===== config.mk =====
export PLATFORM = sky130hd
export DESIGN_NAME = txd_ring_mgr
export DESIGN_NICKNAME = d
export VERILOG_FILES = /design/src/rtl/txd_pkg.sv /design/src/rtl/txd_desc_ram.sv /design/src/rtl/txd_ring_ptrs.sv /design/src/rtl/txd_reclaim.sv /design/src/rtl/txd_ring_mgr.sv
export SDC_FILE = /design/constraint.sdc
export NUM_CORES = 1
export LEC_CHECK = 0
export BUFFER_PORTS_ARGS = -buffer_cell sky130_fd_sc_hd__buf_4
export CAP_MARGIN = 20
export CORE_ASPECT_RATIO = 1.25
export CORE_MARGIN = 2
export CORE_UTILIZATION = 53
export DETAILED_ROUTE_END_ITERATION = 12
export GPL_TIMING_DRIVEN = 0
export PLACE_DENSITY = 0.72
export SLEW_MARGIN = 20
export SYNTH_ARGS = -nofsm -noshare
export SYNTH_HDL_FRONTEND = slang
export SYNTH_SLANG_ARGS = --single-unit

===== constraint.sdc =====
create_clock -name clk -period 7 [get_ports clk]
set_input_delay 0 -clock clk [delete_from_list [all_inputs] [get_ports clk]]
set_output_delay 0 -clock clk [all_outputs]
set_load 0.01 [all_outputs]

===== src/rtl/txd_pkg.sv =====
package txd_pkg;
  localparam int WORD_W = 16;
  localparam int DESC_WORDS = 4;

  // word positions inside a descriptor
  localparam int W_BUF   = 0;
  localparam int W_FLAGS = 1;
  localparam int W_LEN   = 2;
  localparam int W_STAT  = 3;

  // flags word bits
  localparam int F_OWN = 15;
  localparam int F_ERR = 14;
  localparam int F_STP = 1;
  localparam int F_ENP = 0;

  // status word bits, also the order of the class vector
  localparam int S_UFLO = 3;
  localparam int S_LCOL = 2;
  localparam int S_LCAR = 1;
  localparam int S_RTRY = 0;

  // counter slots
  localparam int C_GOOD = 0;
  localparam int C_ERR  = 1;
  localparam int C_UFLO = 2;
  localparam int C_LCOL = 3;
  localparam int C_LCAR = 4;
  localparam int C_RTRY = 5;
  localparam int C_DROP = 6;
  localparam int NUM_CNT = 7;

  typedef logic [DESC_WORDS-1:0][WORD_W-1:0] desc_t;

  // encoded length: padded length negated modulo 2^16
  function automatic logic [WORD_W-1:0] len_code(input logic [WORD_W-1:0] len,
                                                 input int unsigned min_len);
    logic [WORD_W-1:0] padded;
    padded = (len < WORD_W'(min_len)) ? WORD_W'(min_len) : len;
    return WORD_W'(0) - padded;
  endfunction

  // one-hot cause from status bits by fixed priority
  function automatic logic [3:0] classify(input logic [3:0] st);
    logic [3:0] c;
    c = '0;
    if (st[S_UFLO])      c[S_UFLO] = 1'b1;
    else if (st[S_LCOL]) c[S_LCOL] = 1'b1;
    else if (st[S_LCAR]) c[S_LCAR] = 1'b1;
    else if (st[S_RTRY]) c[S_RTRY] = 1'b1;
    return c;
  endfunction

  function automatic logic [WORD_W-1:0] flags_new();
    logic [WORD_W-1:0] f;
    f = '0;
    f[F_OWN] = 1'b1;
    f[F_STP] = 1'b1;
    f[F_ENP] = 1'b1;
    return f;
  endfunction
endpackage


===== src/rtl/txd_desc_ram.sv =====
module txd_desc_ram
  import txd_pkg::*;
#(
  parameter int DEPTH = 4
) (
  input  logic                          clk,
  input  logic                          rst_n,
  input  logic                          wr_en,
  input  logic [$clog2(DEPTH)-1:0]      wr_slot,
  input  desc_t                         wr_desc,
  input  logic                          ctl_we,
  input  logic [$clog2(DEPTH*4)-1:0]    ctl_addr,
  input  logic [WORD_W-1:0]             ctl_wdata,
  output logic [WORD_W-1:0]             ctl_rdata,
  input  logic [$clog2(DEPTH)-1:0]      look_slot,
  output logic [WORD_W-1:0]             look_flags,
  output logic [WORD_W-1:0]             look_stat
);
  localparam int NWORDS = DEPTH * DESC_WORDS;
  localparam int AW = $clog2(NWORDS);
  localparam int SW = $clog2(DEPTH);

  logic [WORD_W-1:0] mem_q [NWORDS];

  for (genvar i = 0; i < NWORDS; i++) begin : g_word
    localparam int SLOT = i / DESC_WORDS;
    localparam int FLD  = i % DESC_WORDS;
    always_ff @(posedge clk) begin
      if (!rst_n)
        mem_q[i] <= '0;
      else if (wr_en && wr_slot == SW'(SLOT))
        mem_q[i] <= wr_desc[FLD];
      else if (ctl_we && ctl_addr == AW'(i))
        mem_q[i] <= ctl_wdata;
    end
  end

  assign ctl_rdata  = mem_q[ctl_addr];
  assign look_flags = mem_q[{look_slot, 2'(W_FLAGS)}];
  assign look_stat  = mem_q[{look_slot, 2'(W_STAT)}];
endmodule


===== src/rtl/txd_ring_ptrs.sv =====
module txd_ring_ptrs #(
  parameter int DEPTH = 4
) (
  input  logic                         clk,
  input  logic                         rst_n,
  input  logic                         push,
  input  logic                         pop,
  output logic [$clog2(DEPTH)-1:0]     put_idx,
  output logic [$clog2(DEPTH)-1:0]     done_idx,
  output logic [$clog2(DEPTH+1)-1:0]   busy
);
  localparam int SW = $clog2(DEPTH);

  function automatic logic [SW-1:0] step(input logic [SW-1:0] idx);
    return (idx == SW'(DEPTH - 1)) ? '0 : idx + 1'b1;
  endfunction

  always_ff @(posedge clk) begin
    if (!rst_n) begin
      put_idx  <= '0;
      done_idx <= '0;
      busy     <= '0;
    end else begin
      if (push) put_idx  <= step(put_idx);
      if (pop)  done_idx <= step(done_idx);
      case ({push, pop})
        2'b10:   busy <= busy + 1'b1;
        2'b01:   busy <= busy - 1'b1;
        default: busy <= busy;
      endcase
    end
  end
endmodule


===== src/rtl/txd_reclaim.sv =====
module txd_reclaim
  import txd_pkg::*;
#(
  parameter int DEPTH = 4
) (
  input  logic                        clk,
  input  logic                        rst_n,
  input  logic                        start,
  input  logic [$clog2(DEPTH+1)-1:0]  busy,
  input  logic [WORD_W-1:0]           flags,
  input  logic [WORD_W-1:0]           stat,
  output logic                        walking,
  output logic                        pop,
  output logic                        fin,
  output logic                        good_ev,
  output logic                        err_ev,
  output logic [3:0]                  cls_ev,
  output logic                        int_clr,
  output logic                        reinit_req
);
  logic empty, owned;

  assign empty   = (busy == '0);
  assign owned   = flags[F_OWN];
  assign fin     = walking && (empty || owned);
  assign pop     = walking && !empty && !owned;
  assign good_ev = pop && !flags[F_ERR];
  assign err_ev  = pop && flags[F_ERR];
  assign cls_ev  = err_ev ? classify(stat[3:0]) : 4'b0000;

  always_ff @(posedge clk) begin
    if (!rst_n) begin
      walking    <= 1'b0;
      int_clr    <= 1'b0;
      reinit_req <= 1'b0;
    end else begin
      walking    <= walking ? !fin : start;
      int_clr    <= fin;
      reinit_req <= cls_ev[S_UFLO];
    end
  end
endmodule


===== src/rtl/txd_ring_mgr.sv =====
module txd_ring_mgr
  import txd_pkg::*;
#(
  parameter int DEPTH    = 4,
  parameter int MIN_LEN  = 60,
  parameter int BUF_BASE = 'h0040,
  parameter int BUF_SIZE = 'h0600,
  parameter int CNT_W    = 16
) (
  input  logic                        clk,
  input  logic                        rst_n,
  input  logic                        req_valid,
  input  logic [15:0]                 req_len,
  input  logic                        cmp_evt,
  input  logic [$clog2(DEPTH*4)-1:0]  ctl_addr,
  input  logic                        ctl_we,
  input  logic [15:0]                 ctl_wdata,
  output logic [15:0]                 ctl_rdata,
  output logic                        q_full,
  output logic                        tx_demand,
  output logic                        int_clr,
  output logic                        reinit_req,
  output logic [CNT_W-1:0]            good_cnt,
  output logic [CNT_W-1:0]            err_cnt,
  output logic [CNT_W-1:0]            uflo_cnt,
  output logic [CNT_W-1:0]            lcol_cnt,
  output logic [CNT_W-1:0]            lcar_cnt,
  output logic [CNT_W-1:0]            rtry_cnt,
  output logic [CNT_W-1:0]            drop_cnt
);
  localparam int SW = $clog2(DEPTH);
  localparam int BW = $clog2(DEPTH + 1);

  // named internal events, observed by the bound checker
  logic [SW-1:0]     put_w, done_w;
  logic [BW-1:0]     busy_w;
  logic              push_w, pop_w, drop_w, walk_w, fin_w;
  logic              good_w, err_w;
  logic [3:0]        cls_w;
  logic [WORD_W-1:0] look_flags, look_stat;
  desc_t             new_desc;

  assign push_w = req_valid && (busy_w != BW'(DEPTH));
  assign drop_w = req_valid && (busy_w == BW'(DEPTH));

  always_comb begin
    new_desc         = '0;
    new_desc[W_BUF]  = WORD_W'(BUF_BASE + int'(put_w) * BUF_SIZE);
    new_desc[W_FLAGS] = flags_new();
    new_desc[W_LEN]  = len_code(req_len, MIN_LEN);
    new_desc[W_STAT] = '0;
  end

  txd_ring_ptrs #(.DEPTH(DEPTH)) ptrs_i (
    .clk(clk), .rst_n(rst_n), .push(push_w), .pop(pop_w),
    .put_idx(put_w), .done_idx(done_w), .busy(busy_w)
  );

  txd_desc_ram #(.DEPTH(DEPTH)) ram_i (
    .clk(clk), .rst_n(rst_n),
    .wr_en(push_w), .wr_slot(put_w), .wr_desc(new_desc),
    .ctl_we(ctl_we), .ctl_addr(ctl_addr), .ctl_wdata(ctl_wdata),
    .ctl_rdata(ctl_rdata),
    .look_slot(done_w), .look_flags(look_flags), .look_stat(look_stat)
  );

  txd_reclaim #(.DEPTH(DEPTH)) walk_i (
    .clk(clk), .rst_n(rst_n), .start(cmp_evt), .busy(busy_w),
    .flags(look_flags), .stat(look_stat),
    .walking(walk_w), .pop(pop_w), .fin(fin_w),
    .good_ev(good_w), .err_ev(err_w), .cls_ev(cls_w),
    .int_clr(int_clr), .reinit_req(reinit_req)
  );

  // demand pulse and full flag
  logic dem_q, full_q;
  always_ff @(posedge clk) begin
    if (!rst_n) begin
      dem_q  <= 1'b0;
      full_q <= 1'b0;
    end else begin
      dem_q <= push_w && (busy_w == '0);
      if (push_w && !pop_w && busy_w == BW'(DEPTH - 1)) full_q <= 1'b1;
      else if (fin_w)                                   full_q <= 1'b0;
    end
  end
  assign tx_demand = dem_q;
  assign q_full    = full_q;

  // event counters
  logic [NUM_CNT-1:0] inc;
  logic [CNT_W-1:0]   cnt_q [NUM_CNT];

  always_comb begin
    inc         = '0;
    inc[C_GOOD] = good_w;
    inc[C_ERR]  = err_w;
    inc[C_UFLO] = cls_w[S_UFLO];
    inc[C_LCOL] = cls_w[S_LCOL];
    inc[C_LCAR] = cls_w[S_LCAR];
    inc[C_RTRY] = cls_w[S_RTRY];
    inc[C_DROP] = drop_w;
  end

  for (genvar k = 0; k < NUM_CNT; k++) begin : g_cnt
    always_ff @(posedge clk) begin
      if (!rst_n)      cnt_q[k] <= '0;
      else if (inc[k]) cnt_q[k] <= cnt_q[k] + 1'b1;
    end
  end

  assign good_cnt = cnt_q[C_GOOD];
  assign err_cnt  = cnt_q[C_ERR];
  assign uflo_cnt = cnt_q[C_UFLO];
  assign lcol_cnt = cnt_q[C_LCOL];
  assign lcar_cnt = cnt_q[C_LCAR];
  assign rtry_cnt = cnt_q[C_RTRY];
  assign drop_cnt = cnt_q[C_DROP];
endmodule


# Word-level counts from Yosys, hierarchy flattened
# Memory sizes are Yosys's and may differ from the RTL's. A register that Yosys moved wholly into a read port is not among the register bits.
# Index checks and enable logic that the tools add are counted.
[totals] n_memories=2 latchBits=0 romBits=0 inputBits=41 mem_bits_rw=368 ff_bits=12
[mem_list] name="ram_i.mem_q" words=16 width=16 rd=3 rd_ports_with_merged_regs=2 wr=16 line="txd_desc_ram.sv:23" source="logic [WORD_W-1:0] mem_q [NWORDS];"
[mem_list] name="cnt_q" words=7 width=16 rd=7 rd_ports_with_merged_regs=0 wr=7 line="txd_ring_mgr.sv:92" source="logic [CNT_W-1:0] cnt_q [NUM_CNT];"
[op_classes] magnitude_cmp=1 eq_ne=24 n_bitwise=39 muxes=156 reduce_logical=41 mul=1 addsub=13 shifts=0 n_div=0
[op_table] operator="2-to-1 mux 16 bit" count=40
[op_table] operator="adder 16 x 1 -> 16 bit, second input constant" count=7
[op_table] operator="2-to-1 mux 1 bit" count=106
[op_table] operator="OR 1 bit" count=39
[op_table] operator="== test 4 bit, second input constant" count=8
[op_table] operator="logical AND 1 bit" count=30
[op_table] operator="2-to-1 mux 4 bit" count=5
[op_table] operator="== test 4 x 3 -> 1 bit, second input constant" count=4
[op_table] operator="< comparator 16 x 6 -> 1 bit, second input constant" count=1
[op_table] operator="subtractor 1 x 16 -> 16 bit, first input constant" count=1
[op_table] operator="adder 7 x 13 -> 14 bit, first input constant" count=1
[op_table] operator="== test 2 bit, second input constant" count=4
[op_table] operator="== test 4 x 2 -> 1 bit, second input constant" count=2
[op_table] operator="2-to-1 mux 2 bit" count=3
[op_table] operator="one-hot mux 3 bit (2 select lines)" count=1
[op_table] operator="zero test 1 bit" count=5
[op_table] operator="adder 2 x 1 -> 2 bit, second input constant" count=2
[op_table] operator="== test 2 x 1 -> 1 bit, second input constant" count=2
[op_table] operator="== test 4 x 1 -> 1 bit, second input constant" count=1
[op_table] operator="zero test 4 bit" count=1
[op_table] operator="multiplier 2 x 2 -> 4 bit, second input constant" count=1
[op_table] operator="nonzero test 2 bit" count=2
[op_table] operator="adder 3 x 1 -> 3 bit, second input constant" count=1
[op_table] operator="== test 3 x 2 -> 1 bit, second input constant" count=1
[op_table] operator="other kinds (7)" count=7

# Depth between registers and ports, before layout
# Gate-level depths: netlist of the first run.
[logic_depth] depth_word=10 depth_mapped=11 depth_no_buf=10

# Cells and area by module
# From an unflattened synthesis of the first run, not the netlist that was laid out.
[unflattened] cells_unflattened=1514 hier_area_um2=20754.9
[by_module_without_submodules] module="txd_desc_ram" instances=1 cells_each=853 seq_area_each_um2=7687.4 area_per_inst_um2=13890.8
[by_module_without_submodules] module="txd_ring_mgr" instances=1 cells_each=610 seq_area_each_um2=3403.3 area_per_inst_um2=6321.1
[by_module_without_submodules] module="txd_ring_ptrs" instances=1 cells_each=30 seq_area_each_um2=140.1 area_per_inst_um2=332.8
[by_module_without_submodules] module="txd_reclaim" instances=1 cells_each=21 seq_area_each_um2=60.1 area_per_inst_um2=210.2

# Least setup slack after synthesis of the first run
# Ideal clock, no wire load.
[synth_path] path_kind="register to register" from="register ptrs_i.busy[0]" to="memory ram_i.mem_q[1][0], enable pin" path_slack_ns=3.845 period_less_slack_ns=3.155 arrival_time_ns=2.744 path_buffers=2 required_ns=6.589 stages_incl_launch_ff=6 path_cell_list="dfxtp_1 clkbuf_1 nor4bb_1 o21ai_1 clkbuf_1 o21ai_0"
[synth_rtl] element="start: declaration" line="txd_ring_ptrs.sv:10" source="output logic [$clog2(DEPTH+1)-1:0] busy"
[synth_rtl] element="start signal: assignment" line="txd_ring_ptrs.sv:27" source="2'b10: busy <= busy + 1'b1;"
[synth_rtl] element="start signal: assignment" line="txd_ring_ptrs.sv:28" source="2'b01: busy <= busy - 1'b1;"
[synth_rtl] element="start signal: assignment" line="txd_ring_ptrs.sv:29" source="default: busy <= busy;"
[synth_rtl] element="end: declaration" line="txd_desc_ram.sv:23"

==> reports/qor.csv, run 1 <==
metric,value,unit
htree_levels,2,
drive_above_1_share,0.226,
crit_path_frequent_cell,clkbuf_1,
p_leak,8.35,nW
pin_count,173,
yosys.area_share.simple,0.164,
synth_top_family_by_area,simple AND/OR/NAND/NOR gates,
start_util,0.534,
worstMarginPinSlew,1.23,ns
slowest_stage,nor2_1,
cp-start-kind,register,
hold_viol_final,0,
route.detailed.drc,0,
cts_resized,0,
rows,78,
syn_to_final_growth,20.8,%
io_buffers,169,
clock_latency,0.56,ns
syn_nets,1528,
core_area,0.0360,mm^2
synthMuxAreaShare,0.104,
synthCells,1471,
finalPower,5.59,mW
cp_max_fo,10,
ant_nets,0,
final_common_cell,edfxtp_1,
die_h,217,um
maxSlewViolCount,0,
vias,14200,
die_area,0.0378,mm^2
hold_class,in -> reg,
worstPathRequired,7.42,ns
firstDrtPassIters,6,
post_cts_buffers,0,
async_flop_share,0,
antenna_found_initial,2,
final_cell_mix,"edfxtp_1 (368), buf_4 (170), and2_1 (165), nor2_1 (119), mux4_2 (86)",
cts_num_sinks,382,
worstSetupPathType,reg -> reg,
crit_path_cell_trace,clkbuf_1 > nor4bb_2 > o21ai_1 > nor2_1 > clkbuf_1 > and2_1,
grt_pass1_vias,14000,
synth-xor-area-share,0.0387,
synth.top_cell.area_share,0.575,
die_x,174,um
drt_iter0_drc,1583,
cpPeakStageDelay,0.87,ns
maxSlewHeadroom,0.171,
holdBufCountCts,20,
nNetsFinal,1779,
fin_crit,3.68,ns
ys_seq_elements,382,
grt.total_usage,0.312,
power_switching_share,0.247,
max_freq,272,MHz
synth.area.top_cells,"edfxtp_1 (57%), mux4_2 (10%), and2_1 (5.4%)",
p_int,4.21,mW
hold_depth,3,
ir_drop,199,uV
setup_viol,0,
synth_cell_type_count,60,
maxCapViolCount,0,
yosys_warnings,0,
cts_buffer_depth,3,
rsz0062_at_grt,no,
hpwl,40800,um
cts_tree,yes,
place_congestion,0.958,
diodes,0,
synth_edf_count,368,
p_sw,1.38,mW
yosysTopAreaCell,edfxtp_1,
netlist_area,0.0192,mm^2
avgRoutedWirePerCell,26.4,um
synthAdderAreaFrac,0.0108,
reg2reg_depth,6,
ys_seq_area_frac,0.589,
wirelength,59100,um
ys.flop_type,edfxtp_1,
synth_compound_area_frac,0.0642,
cts.clk_slew.worst_paths,0.06,ns
cts-root-buf,clkbuf_16,
fin_crit_sh,0.525,
pwr-share-seq,0.492,
arrival,4.09,ns
grt_max_degree,17,
ff2ff_setup_slack,3.32,ns
skew,0.0235,ns
clkPwrFrac,0.384,
fin_setup_tns,0,ns
endpoint_kind,register,
status,completed,
cellPowerDensity,241,mW/mm^2
combPwrFrac,0.124,
overflow,0,
synth.avg_cell_area,13.1,um^2
viasPerCell,6.34,
grt_pass1_wl,86500,um
cts_buffers,40,
[power groups by stage]
stage          clock network [mW]  logic, mW  registers (mW)
6_report                     2.15      0.691            2.75
5_1_grt                      2.25      0.717            2.76
4_1_cts                      2.16      0.674            2.75
3_5_place_dp                    0      0.661            2.80
3_3_place_gp                    0      0.589            2.80
2_1_floorplan                   0      0.327            2.79
[sequential cells by signal (all words and copies together), names as in the netlist, named ones only]
signal             count
ram_i.mem_q          256
cnt_q                112
ptrs_i.busy            3
ptrs_i.done_idx        2
ptrs_i.put_idx         2
q_full                 1
tx_demand              1
walk_i.int_clr         1
walk_i.reinit_req      1
walk_i.walking         1
[layer usage]
metal / vias to the layer above / track usage / part of all wire
li1: 6077 / - / -
met1: 6896 / 0.372 / 0.35
met2: 923 / 0.515 / 0.48
met3: 266 / 0.0639 / 0.096
met4: 2 / 0.207 / 0.074
met5: - / 0 / 0.00025
[cell type report]
type | instances | area [um^2]
well taps | 480 | 601
clock buffers | 49 | 1090
plain buffers | 92 | 420
fillers | 2673 | 12800
inverters | 35 | 131
repair buffers | 209 | 1840
multi-input cells | 962 | 7590
flip-flops and latches | 382 | 11300
clock inverters | 25 | 224
[path summary, 6_finish.rpt]
check | startpoint | end
worst max-delay path | ptrs_i.busy[1] | ram_i.mem_q[7][3]
worst min-delay path | req_len[8] | ram_i.mem_q[2][8]
worst min register to register | q_full | q_full
worst max register to register | ptrs_i.busy[1] | ram_i.mem_q[7][3]
[critical path: cells and delay by family (launching register included)]
family / cells / cell delay [ns]
simple gates: 3 / 1.91
buf+inv: 2 / 0.87
compound gates: 1 / 0.47
flops: 1 / 0.29
[metrics by stage]
step,utilization,setup slack [ns],instances,area (um^2),hold slack [ns]
2_1_floorplan,-,3.85,1471,19200,0.153
3_3_place_gp,0.586,1.29,2120,21100,0.276
3_5_place_dp,0.603,3.16,2140,21700,0.280
4_1_cts,0.645,3.14,2234,23200,0.0102
5_1_grt,0.645,3.23,2234,23200,0.0422
6_report,0.645,3.32,2234,23200,0.0455
[synthesized netlist by cell type, types with 15 or more instances]
library cell and n:
edfxtp_1 368, and2_1 165, nor2_1 119, mux4_2 86, nand2_1 82, clkbuf_1 76, o21ai_0 67, nand3_1 55
xnor2_1 48, nand4_1 45, a22o_1 40, xor2_1 37, inv_1 35, a21oi_1 31, nor3_1 19, ha_1 15
[logic make-up (layout without fill, tap and decap cells)]
family | count (synthesis) | count (layout)
multiplexers | 93 | 93
buffers and inverters | 127 | 410
AO/OA/AOI/OAI | 187 | 187
XOR/XNOR | 85 | 85
flip-flops | 382 | 382
adder cells (fa/ha/maj) | 16 | 16
AND/OR/NAND/NOR | 581 | 581
(Power assumes the default switching activity.)
==> run 2, diff against run 1 <==
- clock period: 7 -> 3.65 ns (I/O delays scaled with it)
==> run 2 against run 1 <==
  * Worst setup slack worse by 3.2 ns
  * Clock-buffer cell count unchanged
  * Flip-flop and latch count unchanged
  * Utilization about the same
  * First-iteration DRC count up 5.4%
  * Critical path type unchanged
  * Cell area barely moved
  * Via count decreased by 0.22%
  * Non-clock buffer count is the same
  * Critical path depth did not move
  * Fmax is 4.6% higher
  * Sequential share of layout area hardly changed
==> reports/qor.csv, run 2 (synthesized netlist as in run 1, its figures left out) <==
metric,value,unit,change
status,completed,,unchanged
crit_family,simple AND/OR/NAND/NOR gates,,unchanged
cp-start-kind,register,,unchanged
cts_tree,yes,,unchanged
slowest_stage,clkbuf_1,,was nor2_1
syn_to_final_growth,20.8,%,about the same
crit_start,ptrs_i.busy[0],,was ptrs_i.busy[1]
largestRegisters,"ram_i.mem_q (256), cnt_q (112), ptrs_i.busy (3)",,unchanged
power_switching_share,0.247,,about the same
endpoint_kind,register,,unchanged
hold_viol_final,0,,unchanged
max_freq,284,MHz,was 272 MHz
path_buf_inv,2,,unchanged
largest_reg_flops,256,,unchanged
hpwl,40800,um,unchanged
worstMarginPinSlew,1.13,ns,was 1.23 ns
maxCapViolCount,0,,unchanged
arrival,3.92,ns,was 4.09 ns
cpPeakStageDelay,0.76,ns,was 0.87 ns
maxSlewHeadroom,0.240,,was 0.171
pre_cts_slack,-0.190,ns,was 3.16 ns
die_h,217,um,unchanged
fin_crit_sh,0.963,,was 0.525
cp_max_fo,10,,unchanged
final_common_cell,edfxtp_1,,unchanged
rows,78,,unchanged
drive_above_1_share,0.227,,was 0.226
placed_cell_area,0.0217,mm^2,unchanged
crit_path_frequent_cell,clkbuf_1,,unchanged
cts-root-buf,clkbuf_16,,unchanged
setup_viol,0,,unchanged
htree_levels,2,,unchanged
p_sw,2.65,mW,was 1.38 mW
pin_count,173,,unchanged
ant_nets,0,,unchanged
start_util,0.534,,unchanged
firstDrtPassIters,5,,was 6
die_area,0.0378,mm^2,unchanged
cellPowerDensity,462,mW/mm^2,was 241 mW/mm^2
crit_path_cell_trace,clkbuf_1 > nor4bb_2 > o21ai_1 > nor2_1 > clkbuf_1 > and2_1,,unchanged
vias,14100,,was 14200
cts_buffer_depth,3,,unchanged
viasPerCell,6.33,,was 6.34
clkPwrFrac,0.385,,was 0.384
cts_num_sinks,382,,unchanged
placedCellCount,2140,,unchanged
p_int,8.07,mW,was 4.21 mW
fin_ws,0.133,ns,was 3.32 ns
grt.total_usage,0.312,,about the same
grt_pass1_vias,14000,,about the same
post_cts_buffers,0,,unchanged
worstPathRequired,4.06,ns,was 7.42 ns
largest-register,ram_i.mem_q,,unchanged
nNetsFinal,1779,,unchanged
hp-start,req_len[8],,unchanged
die_x,174,um,unchanged
antenna_found_initial,2,,unchanged
skew,0.0282,ns,was 0.0235 ns
worstSetupPathType,reg -> reg,,unchanged
fin_cells,2234,,unchanged
avgRoutedWirePerCell,26.4,um,about the same
io_buffers,169,,unchanged
cts_buffers,40,,unchanged
grt_max_degree,17,,unchanged
p_leak,8.35,nW,about the same
hold_class,in -> reg,,unchanged
grt_pass1_wl,86500,um,about the same
maxSlewViolCount,0,,unchanged
final_cell_mix,"edfxtp_1 (368), buf_4 (170), and2_1 (165), nor2_1 (118), mux4_2 (86)",,"was edfxtp_1 (368), buf_4 (170), and2_1 (165), nor2_1 (119), mux4_2 (86)"
r2r_start,ptrs_i.busy[0],,was ptrs_i.busy[1]
fin_area,0.0232,mm^2,about the same
finalPower,10.7,mW,was 5.59 mW
diodes,0,,unchanged
place_congestion,0.958,,unchanged
combPwrFrac,0.123,,was 0.124
ir_drop,380,uV,was 199 uV
route.detailed.drc,0,,unchanged
rsz0062_at_grt,no,,unchanged
core_area,0.0360,mm^2,unchanged
clock_latency,0.56,ns,about the same
fin_crit,3.52,ns,was 3.68 ns
overflow,0,,unchanged
pwr-share-seq,0.492,,about the same
wirelength,59000,um,was 59100 um
cts.clk_slew.worst_paths,0.07,ns,was 0.06 ns
drt_iter0_drc,1669,,was 1583
## run 2: cell counts in the layout (fill, tap and decap cells not counted)
No cell type changed its count.
## run 2: worst register-to-register path, stage by stage, from the launching register on
cell and delay (ns):
dfxtp_1 0.30, clkbuf_1 0.21, nor4bb_2 0.72, o21ai_1 0.46, nor2_1 0.68, clkbuf_1 0.77
and2_1 0.25
## run 2: layout make-up
| type | count | area, um^2 |
|---|---|---|
| fillers | 2670 | 12800 |
| inverters | 35 | 131 |
| plain buffers | 92 | 420 |
| repair buffers | 209 | 1840 |
| flip-flops and latches | 382 | 11300 |
| clock buffers | 49 | 1090 |
| multi-input cells | 962 | 7590 |
| well taps | 480 | 601 |
| clock inverters | 25 | 224 |
## run 2: timing repair
action                     4_1_cts  5_1_grt
setup endpoints to repair       20        0
hold buffers                    20        0
gates resized for setup          2        0
hold endpoints to repair       101        0
## run 2: power groups by stage
stage	sequential, mW	clock (mW)	combinational [mW]
global placement	5.37	0	1.13
finish	5.27	4.13	1.32
floorplan	5.34	0	0.626
detailed placement	5.36	0	1.27
global route	5.30	4.31	1.37
CTS	5.27	4.15	1.29
## run 2: through the flow
step	setup TNS [ns]	util	hold slack, ns
global placement	-394.44	0.586	0.276
floorplan	0	-	0.153
detailed placement	-2.12	0.603	0.280
global route	0	0.645	0.0423
finish	0	0.645	0.0437
CTS	0	0.645	0.0102
## run 2: final timing paths
kind	end	slack [ns]	depth (start not counted)
min reg2reg	q_full	0.46	2
max reg2reg	ram_i.mem_q[3][11]	0.13	6
max	ram_i.mem_q[3][11]	0.13	6
min	ram_i.mem_q[2][8]	0.04	3
## run 2: layer usage
| metal | wire (um) | up-vias | global-route usage |
|---|---|---|---|
| li1 | - | 6084 | - |
| met5 | 15 | - | 0 |
| met4 | 4340 | 2 | 0.208 |
| met3 | 5900 | 257 | 0.0646 |
| met2 | 28400 | 947 | 0.516 |
| met1 | 20400 | 6843 | 0.371 |
==> run 3, diff against run 2 <==
- ABC_CLOCK_PERIOD_IN_PS: unset -> 3650
- BUFFER_PORTS_ARGS: -buffer_cell sky130_fd_sc_hd__buf_4 -> -buffer_cell sky130_fd_sc_hd__buf_2
==> run 3 against run 2 <==
  * Utilization shrank 1.4 points
  * Global-route usage shrank 0.66 points
  * Sequential power is essentially flat
  * Register-to-register slack lost 0.098 ns
  * Die area is the same
  * Non-clock buffer count grew 1
  * Worst setup slack lost 0.098 ns
  * Total power shrank 2.3%
  * First-iteration DRC count grew 8.7%
  * Wire length shrank 1.6%
==> reports/qor.csv, run 3 (synthesized netlist as in run 1, its figures left out) <==
metric,value,unit,change
fin_crit,3.61,ns,was 3.52 ns
cts_num_sinks,382,,unchanged
ant_nets,0,,unchanged
cp_max_fo,10,,unchanged
vias,14100,,about the same
drive_above_1_share,0.227,,about the same
die_x,174,um,unchanged
core_area,0.0360,mm^2,unchanged
endpoint_kind,register,,unchanged
worstSetupPathType,reg -> reg,,unchanged
regArea,0.0113,mm^2,unchanged
route.detailed.drc,0,,unchanged
worstMarginPinSlew,1.17,ns,was 1.13 ns
maxSlewViolCount,0,,unchanged
cts_buffers,39,,was 40
overflow,0,,unchanged
die_h,217,um,unchanged
final_common_cell,edfxtp_1,,unchanged
skew,0.0117,ns,was 0.0282 ns
fin_ws,0.0358,ns,was 0.133 ns
ir_drop,362,uV,was 380 uV
hpwl,40200,um,was 40800 um
nNetsFinal,1779,,unchanged
multi_input_area,0.00758,mm^2,was 0.00759 mm^2
final_cell_mix,"edfxtp_1 (368), buf_2 (177), and2_1 (165), nor2_1 (118), mux4_2 (86)",,"was edfxtp_1 (368), buf_4 (170), and2_1 (165), nor2_1 (118), mux4_2 (86)"
maxSlewHeadroom,0.217,,was 0.240
grt_pass1_wl,84900,um,was 86500 um
clock_latency,0.54,ns,was 0.56 ns
postLayoutCoreUtil,0.631,,was 0.645
crit_start,ptrs_i.busy[1],,was ptrs_i.busy[0]
p_leak,8.22,nW,was 8.35 nW
avgRoutedWirePerCell,26.0,um,was 26.4 um
largest_reg_flops,256,,unchanged
cts_tree,yes,,unchanged
max_freq,277,MHz,was 284 MHz
finalPower,10.5,mW,was 10.7 mW
largest-register,ram_i.mem_q,,unchanged
start_util,0.534,,unchanged
cpPeakStageDelay,0.76,ns,about the same
fin_crit_sh,0.990,,was 0.963
rsz0062_at_grt,no,,unchanged
antenna_found_initial,2,,unchanged
firstDrtPassIters,6,,was 5
hold_viol_final,0,,unchanged
wirelength,58100,um,was 59000 um
io_buffers,169,,unchanged
hp-start,req_len[8],,unchanged
setup_viol,0,,unchanged
fillers,2733,,was 2670
crit_path_cell_trace,clkbuf_1 > nor4bb_2 > o21ai_1 > nor2_1 > clkbuf_1 > and2_1,,unchanged
syn_to_final_growth,18.2,%,was 20.8%
grt_max_degree,17,,unchanged
pin_count,173,,unchanged
maxCapViolCount,0,,unchanged
crit_path_frequent_cell,clkbuf_1,,unchanged
place_congestion,0.973,,was 0.958
r2r_start,ptrs_i.busy[1],,was ptrs_i.busy[0]
largestRegisters,"ram_i.mem_q (256), cnt_q (112), ptrs_i.busy (3)",,unchanged
cellPowerDensity,461,mW/mm^2,was 462 mW/mm^2
grt_pass1_vias,13800,,was 14000
post_cts_buffers,0,,unchanged
status,completed,,unchanged
pre_cts_slack,-0.216,ns,was -0.190 ns
drt_iter0_drc,1815,,was 1669
cp-start-kind,register,,unchanged
worstPathRequired,4.06,ns,about the same
arrival,4.03,ns,was 3.92 ns
rows,78,,unchanged
grt.total_usage,0.306,,was 0.312
htree_levels,2,,unchanged
hold_class,in -> reg,,unchanged
cts_buffer_depth,3,,unchanged
cts-root-buf,clkbuf_16,,unchanged
cts.clk_slew.worst_paths,0.07,ns,about the same
slowest_stage,nor4bb_2,,was clkbuf_1
viasPerCell,6.33,,about the same
die_area,0.0378,mm^2,unchanged
-- run 3: what timing repair did --
item                                   CTS  global route
setup endpoints to repair               20             0
endpoints found under the hold margin   99             0
resized for setup                        2             0
hold buffers                            19             0
-- run 3: report_power, final --
group | leakage, nW | internal, mW | total [mW] | switching [mW]
combinational | 3.65 | 0.492 | 1.26 | 0.770
sequential | 3.96 | 5.12 | 5.27 | 0.148
clock | 0.603 | 2.27 | 3.94 | 1.67
-- run 3: metal layers --
metal  GRT usage  wire length [um]  vias to the layer above
li1            -                 -                     6067
met5           0                13                        -
met2       0.502             27900                      961
met3      0.0631              5880                      262
met1       0.366             20000                     6829
met4       0.203              4370                        2
-- run 3: through the flow --
stage / hold slack, ns / area [um^2] / setup TNS (ns) / std cells
after global placement: 0.268 / 20700 / -383.41 / 2120
after global routing: 0.0658 / 22700 / 0 / 2229
after CTS: 0.0346 / 22700 / 0 / 2229
final: 0.0553 / 22700 / 0 / 2231
after floorplan: 0.153 / 19200 / 0 / 1471
after detailed placement: 0.282 / 21300 / -2.64 / 2142
-- run 3: final timing paths --
| check | slack (ns) | cells after the start | endpoint |
|---|---|---|---|
| max | 0.04 | 6 | ram_i.mem_q[3][12] |
| min | 0.06 | 3 | ram_i.mem_q[14][8] |
| max reg2reg | 0.04 | 6 | ram_i.mem_q[3][12] |
| min reg2reg | 0.45 | 2 | q_full |
-- run 3: critical path, delay by kind of cell, from the launching register on --
family / cells / cell delay (ns)
and+or+nand+nor: 3 / 1.72
buffers and inverters: 2 / 0.96
AOI/OAI and AO/OA: 1 / 0.49
DFF: 1 / 0.30
-- run 3: final cells by class --
type	count	area share
Timing Repair Buffer	210	0.0633
Sequential cell	382	0.499
Antenna cell	2	0.000220
Clock buffer	49	0.0450
Multi-Input combinational cell	962	0.333
Inverter	35	0.00578
Clock inverter	19	0.00870
Buffer	92	0.0185
Tap cell	480	0.0264
